File: config.mk
export PLATFORM = sky130hd
export DESIGN_NAME = dac_ramp_bist
export DESIGN_NICKNAME = d
export VERILOG_FILES = /design/src/rtl/dac_bist_pkg.sv /design/src/rtl/dac_code_seq.sv /design/src/rtl/dac_ones_count.sv /design/src/rtl/dac_section_acc.sv /design/src/rtl/dac_coef_calc.sv /design/src/rtl/dac_ramp_bist.sv
export SDC_FILE = /design/constraint.sdc
export NUM_CORES = 1
export LEC_CHECK = 0
export ABC_AREA = 0
export BUFFER_PORTS_ARGS = -buffer_cell sky130_fd_sc_hd__buf_2
export CAP_MARGIN = 5
export CORE_MARGIN = 1.5
export CORE_UTILIZATION = 55
export CTS_CLUSTER_SIZE = 24
export DETAILED_ROUTE_END_ITERATION = 7
export PLACE_DENSITY = 0.73
export SETUP_SLACK_MARGIN = 0.05
export SYNTH_ARGS = -nofsm -noshare
export SYNTH_HDL_FRONTEND = slang
export SYNTH_SLANG_ARGS = --single-unit
File: constraint.sdc
create_clock -name clk -period 8.1 [get_ports clk]
set_clock_uncertainty 0.05 [all_clocks]
set_input_delay 0 -clock clk [delete_from_list [all_inputs] [get_ports clk]]
set_output_delay 0 -clock clk [all_outputs]
set_load 0.02 [all_outputs]
File: src/rtl/dac_bist_pkg.sv
package dac_bist_pkg;
  localparam int NSEC = 4;
  typedef enum logic [1:0] {ST_IDLE = 2'd0, ST_RUN = 2'd1, ST_FIN = 2'd2} bist_state_e;
endpackage

File: src/rtl/dac_code_seq.sv
module dac_code_seq #(
  parameter int CODE_W   = 14,
  parameter int OSR_LOG2 = 6
) (
  input  logic                clk,
  input  logic                rst_n,
  input  logic                clear,
  input  logic                step,
  output logic [CODE_W-1:0]   code,
  output logic [OSR_LOG2-1:0] win_idx,
  output logic                win_end,
  output logic                last_code
);
  assign win_end   = &win_idx;
  assign last_code = &code;

  always_ff @(posedge clk) begin
    if (!rst_n || clear) begin
      code    <= '0;
      win_idx <= '0;
    end else if (step) begin
      win_idx <= win_idx + 1'b1;
      if (win_end) code <= code + 1'b1;
    end
  end


  code_step_chk: assert property (@(posedge clk) disable iff (!rst_n)
    (step && win_end && !last_code) |=> (code == $past(code) + 1'b1));

  code_hold_chk: assert property (@(posedge clk) disable iff (!rst_n)
    (step && !win_end) |=> $stable(code));
endmodule

File: src/rtl/dac_ones_count.sv
module dac_ones_count #(
  parameter int OSR_LOG2 = 6,
  parameter int SETTLE   = 4,
  localparam int CNT_W   = OSR_LOG2 + 1
) (
  input  logic                clk,
  input  logic                rst_n,
  input  logic                sample_en,
  input  logic                bit_in,
  input  logic [OSR_LOG2-1:0] win_idx,
  input  logic                win_end,
  output logic [CNT_W-1:0]    meas,
  output logic                meas_vld
);
  localparam logic [CNT_W-1:0] SETTLE_V = CNT_W'(SETTLE);
  localparam logic [CNT_W-1:0] MAX_V    = CNT_W'((1 << OSR_LOG2) - SETTLE);

  logic [CNT_W-1:0] cnt_q;
  logic             keep;

  assign keep     = sample_en && ({1'b0, win_idx} >= SETTLE_V) && bit_in;
  assign meas     = cnt_q + CNT_W'(keep);
  assign meas_vld = sample_en && win_end;

  always_ff @(posedge clk) begin
    if (!rst_n) cnt_q <= '0;
    else if (sample_en) cnt_q <= win_end ? '0 : cnt_q + CNT_W'(keep);
  end


  meas_range_chk: assert property (@(posedge clk) disable iff (!rst_n)
    meas_vld |-> (meas <= MAX_V));

  settle_zero_chk: assert property (@(posedge clk) disable iff (!rst_n)
    (sample_en && ({1'b0, win_idx} < SETTLE_V)) |-> (cnt_q == '0));
endmodule

File: src/rtl/dac_section_acc.sv
module dac_section_acc
  import dac_bist_pkg::*;
#(
  parameter int SUM_W = 20,
  parameter int CNT_W = 7
) (
  input  logic                       clk,
  input  logic                       rst_n,
  input  logic                       clear,
  input  logic                       add_vld,
  input  logic [1:0]                 section,
  input  logic [CNT_W-1:0]           meas,
  output logic [NSEC-1:0][SUM_W-1:0] sums,
  output logic [NSEC-1:0]            add_en
);
  for (genvar g = 0; g < NSEC; g++) begin : g_sec
    assign add_en[g] = add_vld && (section == 2'(g));

    always_ff @(posedge clk) begin
      if (!rst_n || clear) sums[g] <= '0;
      else if (add_en[g])  sums[g] <= sums[g] + SUM_W'(meas);
    end


    no_overflow_chk: assert property (@(posedge clk) disable iff (!rst_n)
      !clear |=> (sums[g] >= $past(sums[g])));
  end


  one_section_chk: assert property (@(posedge clk) disable iff (!rst_n)
    add_vld |-> $onehot(add_en));
endmodule

File: src/rtl/dac_coef_calc.sv
module dac_coef_calc
  import dac_bist_pkg::*;
#(
  parameter int SUM_W  = 20,
  parameter int COEF_W = 23
) (
  input  logic [NSEC-1:0][SUM_W-1:0] sums,
  output logic signed [COEF_W-1:0]   c_off,
  output logic signed [COEF_W-1:0]   c_lin,
  output logic signed [COEF_W-1:0]   c_sq,
  output logic signed [COEF_W-1:0]   c_cub
);
  function automatic logic signed [COEF_W-1:0] ext(input logic [SUM_W-1:0] v);
    return $signed({{(COEF_W-SUM_W){1'b0}}, v});
  endfunction

  function automatic logic signed [COEF_W-1:0] times3(input logic signed [COEF_W-1:0] v);
    return (v <<< 1) + v;
  endfunction

  logic signed [COEF_W-1:0] s0, s1, s2, s3;
  assign s0 = ext(sums[0]);
  assign s1 = ext(sums[1]);
  assign s2 = ext(sums[2]);
  assign s3 = ext(sums[3]);

  assign c_off = (s0 + s1) + (s2 + s3);
  assign c_lin = (s2 + s3) - (s0 + s1);
  assign c_sq  = (s0 + s3) - (s1 + s2);
  assign c_cub = (s0 - s3) - times3(s1 - s2);
endmodule

File: src/rtl/dac_ramp_bist.sv
module dac_ramp_bist
  import dac_bist_pkg::*;
#(
  parameter int CODE_W    = 14,
  parameter int OSR_LOG2  = 6,
  parameter int SETTLE    = 4,
  localparam int CNT_W    = OSR_LOG2 + 1,
  localparam int SUM_W    = CODE_W + OSR_LOG2,
  localparam int COEF_W   = SUM_W + 3
) (
  input  logic                     clk,
  input  logic                     rst_n,
  input  logic                     start,
  input  logic                     mod_bit,
  output logic                     busy,
  output logic                     done,
  output logic                     mod_en,
  output logic [CODE_W-1:0]        dac_code,
  output logic signed [COEF_W-1:0] coef_offset,
  output logic signed [COEF_W-1:0] coef_linear,
  output logic signed [COEF_W-1:0] coef_square,
  output logic signed [COEF_W-1:0] coef_cube
);
  bist_state_e state_q;
  logic accept, running, win_end, last_code, ramp_end, meas_vld;
  logic [OSR_LOG2-1:0] win_idx;
  logic [CNT_W-1:0] meas;
  logic [NSEC-1:0][SUM_W-1:0] sums;
  logic [NSEC-1:0] add_en;
  logic signed [COEF_W-1:0] c_off, c_lin, c_sq, c_cub;

  assign accept   = start && (state_q == ST_IDLE);
  assign running  = (state_q == ST_RUN);
  assign ramp_end = running && win_end && last_code;
  assign busy     = (state_q != ST_IDLE);
  assign mod_en   = running;

  dac_code_seq #(.CODE_W(CODE_W), .OSR_LOG2(OSR_LOG2)) u_seq (
    .clk(clk), .rst_n(rst_n), .clear(accept), .step(running),
    .code(dac_code), .win_idx(win_idx), .win_end(win_end), .last_code(last_code));

  dac_ones_count #(.OSR_LOG2(OSR_LOG2), .SETTLE(SETTLE)) u_cnt (
    .clk(clk), .rst_n(rst_n), .sample_en(running), .bit_in(mod_bit),
    .win_idx(win_idx), .win_end(win_end), .meas(meas), .meas_vld(meas_vld));

  dac_section_acc #(.SUM_W(SUM_W), .CNT_W(CNT_W)) u_acc (
    .clk(clk), .rst_n(rst_n), .clear(accept), .add_vld(meas_vld),
    .section(dac_code[CODE_W-1 -: 2]), .meas(meas), .sums(sums), .add_en(add_en));

  dac_coef_calc #(.SUM_W(SUM_W), .COEF_W(COEF_W)) u_coef (
    .sums(sums), .c_off(c_off), .c_lin(c_lin), .c_sq(c_sq), .c_cub(c_cub));

  always_ff @(posedge clk) begin
    if (!rst_n) begin
      state_q     <= ST_IDLE;
      done        <= 1'b0;
      coef_offset <= '0;
      coef_linear <= '0;
      coef_square <= '0;
      coef_cube   <= '0;
    end else begin
      done <= 1'b0;
      unique case (state_q)
        ST_IDLE: if (accept) state_q <= ST_RUN;
        ST_RUN:  if (ramp_end) state_q <= ST_FIN;
        ST_FIN: begin
          coef_offset <= c_off;
          coef_linear <= c_lin;
          coef_square <= c_sq;
          coef_cube   <= c_cub;
          done        <= 1'b1;
          state_q     <= ST_IDLE;
        end
        default: state_q <= ST_IDLE;
      endcase
    end
  end


  start_accept_chk: assert property (@(posedge clk) disable iff (!rst_n)
    accept |=> (busy && dac_code == '0));

  done_pulse_chk: assert property (@(posedge clk) disable iff (!rst_n)
    done |=> !done);

  done_idle_chk: assert property (@(posedge clk) disable iff (!rst_n)
    done |-> !busy);

  start_ignored_chk: assert property (@(posedge clk) disable iff (!rst_n)
    (running && start && !ramp_end) |=> running);

  mod_en_chk: assert property (@(posedge clk) disable iff (!rst_n)
    mod_en |-> busy);
endmodule

==> results.md <==
- Outcome: completed
- Clk pin slew, worst setup/hold paths: 0.08 ns
- Die height: ~190 µm
- Gr ovfl total: 0
- Max Clock Freq: about 180 MHz
- Total number of vias: around 17,000
- Detailed Route Iter0 Violations: 1,222
- R2r endpoint: coef_linear[20]
- Worst Path Required: about 8.4 ns
- Synthesized area per cell: roughly 7.8 µm²
- Std cell rows: 66
- Finished Cell Area: 19,900 µm²
- Leak Pwr: about 8.9 nW
- IO Count: approximately 110
- Tightest Pin Transition: approximately 1.1 ns
- Vias in the first global route: 16,400
- Minimum clock period: 5.69 ns
- DRC viols: 0
- Antenna-violating nets left: 0
- Final setup viols: 0
- Max cap viols: 0
- Pre-CTS WS: ~2.5 ns
- Core footprint: between 30,000 and 40,000 µm²
- Fraction of final layout cells sized beyond drive strength 1: about 7.0%
- CTS Buf Count: 17
- Vias per std cell: 5.98
- Cells after DPL: 2,841
- Cts repair resizes: 0
- Worst path cell trace: inv_1 > fa_1 > nor2b_1 > o21ai_0 > a21boi_0 > o2111ai_1 > a21boi_0 > o21ai_0 > a21boi_0 > xor2_1 > ha_1 > nor4_1 > nor3b_1 > and2_1 > a221oi_1 > o211a_1 > o31ai_1 > xor2_1 > a21oi_1
- Initial DRT Pass Iterations: 5
- Hold path start: mod_bit
- Overall Power: between 1.5 and 2 mW
- Final HPWL DP: around 46,000 µm
- WHS Path Cells: 6
- Pwr Density: 95.4 nW/µm²
- Final TNS setup: 0 ns
- CP Data Arrival Time: 5.95 ns
- Non-filler cells, final: roughly 2,900
- Setup crit end kind: flip-flop
- Post-CTS setup buffer count: 0
- Cell area after synthesis: about 18,000 µm²
- Die W: between 150 and 200 µm
- Final Hold Vio Count: 0
- Clock Path Buffers: 2
- Syn_nets: between 2,000 and 3,000
- Antenna violations before repair: 0
- Reg-to-reg setup timing slack: about 2.4 ns
- Clk_lat worst skew: approximately 0.47 ns
- H-tree depth: 4
- Total Routing Usage GR: roughly a third
- Placer Congestion: approximately 0.96
- Nets: between 2,000 and 3,000
- N_diodes: 0
- Synth top area share: roughly 22%
- VDD IR max: 0.000160 V
- Synth-to-layout area growth: 7.75%
- First-pass GRT wire length: 87,900 µm
- Fill count: 3,076
- Post-synthesis register bit count: 200
- Worst Hold Class: input port to flip-flop
- Routed WL per cell: 19.6 µm
- Critical path class: flip-flop to flip-flop
- Leading area contributor after synthesis: dfxtp_1
- Synth top cells by count: 239 x ha_1, 236 x a21oi_1, 230 x nor2_1, 201 x nand2_1, 200 x dfxtp_1
- Initial Utilization: a little under three fifths
- Critical Path Fanout Max: 12
- Top post-synthesis cells by area: dfxtp_1 22%, ha_1 16%, xnor2_1 7.9%
- Highest-delay cell along the critical path: dfxtp_1
- Die ar.: between 30,000 and 40,000 µm²
- Main flop type after synthesis: dfxtp_1
- Final WS setup: around 2.4 ns
- Cell variety after synth: 75
- Largest net degree at the start of global routing: between 100 and 150
- Rel. slew slack: between 20% and 30%
- RSZ-0062 raised after global routing: no
- Placement Cell Area: just under 20,000 µm²
- Port bufs: about 110
- Slew Viols, Final: 0
- Worst path max stage delay: 0.51 ns
- Worst path most repeated cell: a21boi_0
- Worst Setup Start Kind: flip-flop
- Count leader, synth: ha_1
- Post-synth EDFFs: 0
- Clock sink count: 200
- Ys Warns: 0
- WL final: between 50,000 and 60,000 µm
- Sequential share of the synthesized area: a little over a fifth
- Ys async rst share: 0%
- Crit share post-route: 70.2%
- Reg2reg start: u_acc.sums[41]
- Hold Path End: u_cnt.cnt_q[0]
- Reg2reg path depth: 19
- CTS Hold Bufs: 2
- Clk Tree Root Cell: clkbuf_16
- Mapped Cells: approximately 2,400
- CTS tree: yes
==> worst max-delay path by stage <==
stage / startpoint / end / slack [ns]
floorplan: u_acc.sums[41] / coef_cube[22] / 3.54
global placement: u_acc.sums[41] / coef_linear[20] / 2.68
detailed placement: u_acc.sums[41] / coef_linear[20] / 2.52
CTS: u_acc.sums[41] / coef_linear[20] / 2.47
global route: u_acc.sums[41] / coef_linear[20] / 1.91
finish: u_acc.sums[41] / coef_linear[20] / 2.41
==> metal layers <==
metal	up-vias	track usage [%]	wire length, µm
li1	8419	-	-
met1	8163	44.1	26300
met2	549	52.2	25300
met3	72	3.37	3290
met4	0	10.4	1370
met5	-	0	0
==> critical path, delay by kind of cell, from the launching register on <==
kind,cells,cell delay (ns)
xor gates and xnor gates,2,0.61
DFF,1,0.51
buffers and inverters,1,0.20
and+or+nand+nor,4,1.05
adders and majority gates,2,0.93
AOI/OAI and AO/OA,10,2.16
==> stage by stage <==
stage	hold slack [ns]	utilization, %
2_1_floorplan	0.109	-
3_3_place_gp	0.367	58.9
3_5_place_dp	0.371	58.9
4_1_cts	0.262	60.8
5_1_grt	0.294	60.8
6_report	0.252	60.8
==> layout by cell type (no fill, tap or decap), drive strengths merged, types with 6 or more instances in the layout <==
cell / n
nor3b: 6
o22ai: 6
o21a: 26
a31oi: 16
ha: 239
nand2b: 21
a211o: 9
a21o: 57
a21boi: 14
nor3: 45
and3: 24
a211oi: 40
mux2i: 10
nor2: 230
nor2b: 25
a22oi: 9
dfxtp: 200
clkbuf: 18
nand2: 201
nand4: 23
and2: 14
a221oi: 8
nor4: 18
o31ai: 8
xor2: 79
o21bai: 45
or4: 10
and4: 7
o211ai: 15
o21ai: 140
a21oi: 236
or3: 23
nand3: 48
fa: 33
buf: 116
inv: 175
o41ai: 6
xnor2: 166
==> area by class of cell <==
type | count | area [µm²] | share of cell area (%)
clock buffer | 18 | 429 | 2.15
sequential | 200 | 4000 | 20.1
clock inverter | 14 | 151 | 0.760
tap | 442 | 553 | 2.78
timing repair buffer | 118 | 613 | 3.08
multi-input combinational | 1916 | 13500 | 68.0
inverter | 167 | 627 | 3.15
==> flip-flops by register name, indices dropped and copies added, names as in the netlist <==
register       cells
coef_offset       21
coef_cube         23
u_seq.code        14
u_cnt.cnt_q        7
u_seq.win_idx      6
u_acc.sums        80
coef_square       23
done               1
coef_linear       23
state_q            2
==> power breakdown <==
group          internal [mW]  switching, mW  total, mW
combinational        0.00525         0.0290     0.0342
clock                  0.439          0.442      0.881
sequential             0.983        0.00211      0.985
total                   1.43          0.473       1.90
==> cell families (layout without fill, tap and decap cells) <==
family / count (synthesis) / count (layout) / synth area share, %
flip-flops: 200 / 200 / 21.7
buffers and inverters: 252 / 317 / 5.19
AND/OR/NAND/NOR: 705 / 705 / 18.1
multiplexers: 10 / 10 / 0.541
adder cells (fa/ha/maj): 272 / 272 / 19.7
AO/OA/AOI/OAI: 683 / 683 / 23.1
other: 1 / 1 / 0.0203
XOR/XNOR: 245 / 245 / 11.6
No activity file was read; power rests on OpenSTA's default activity.
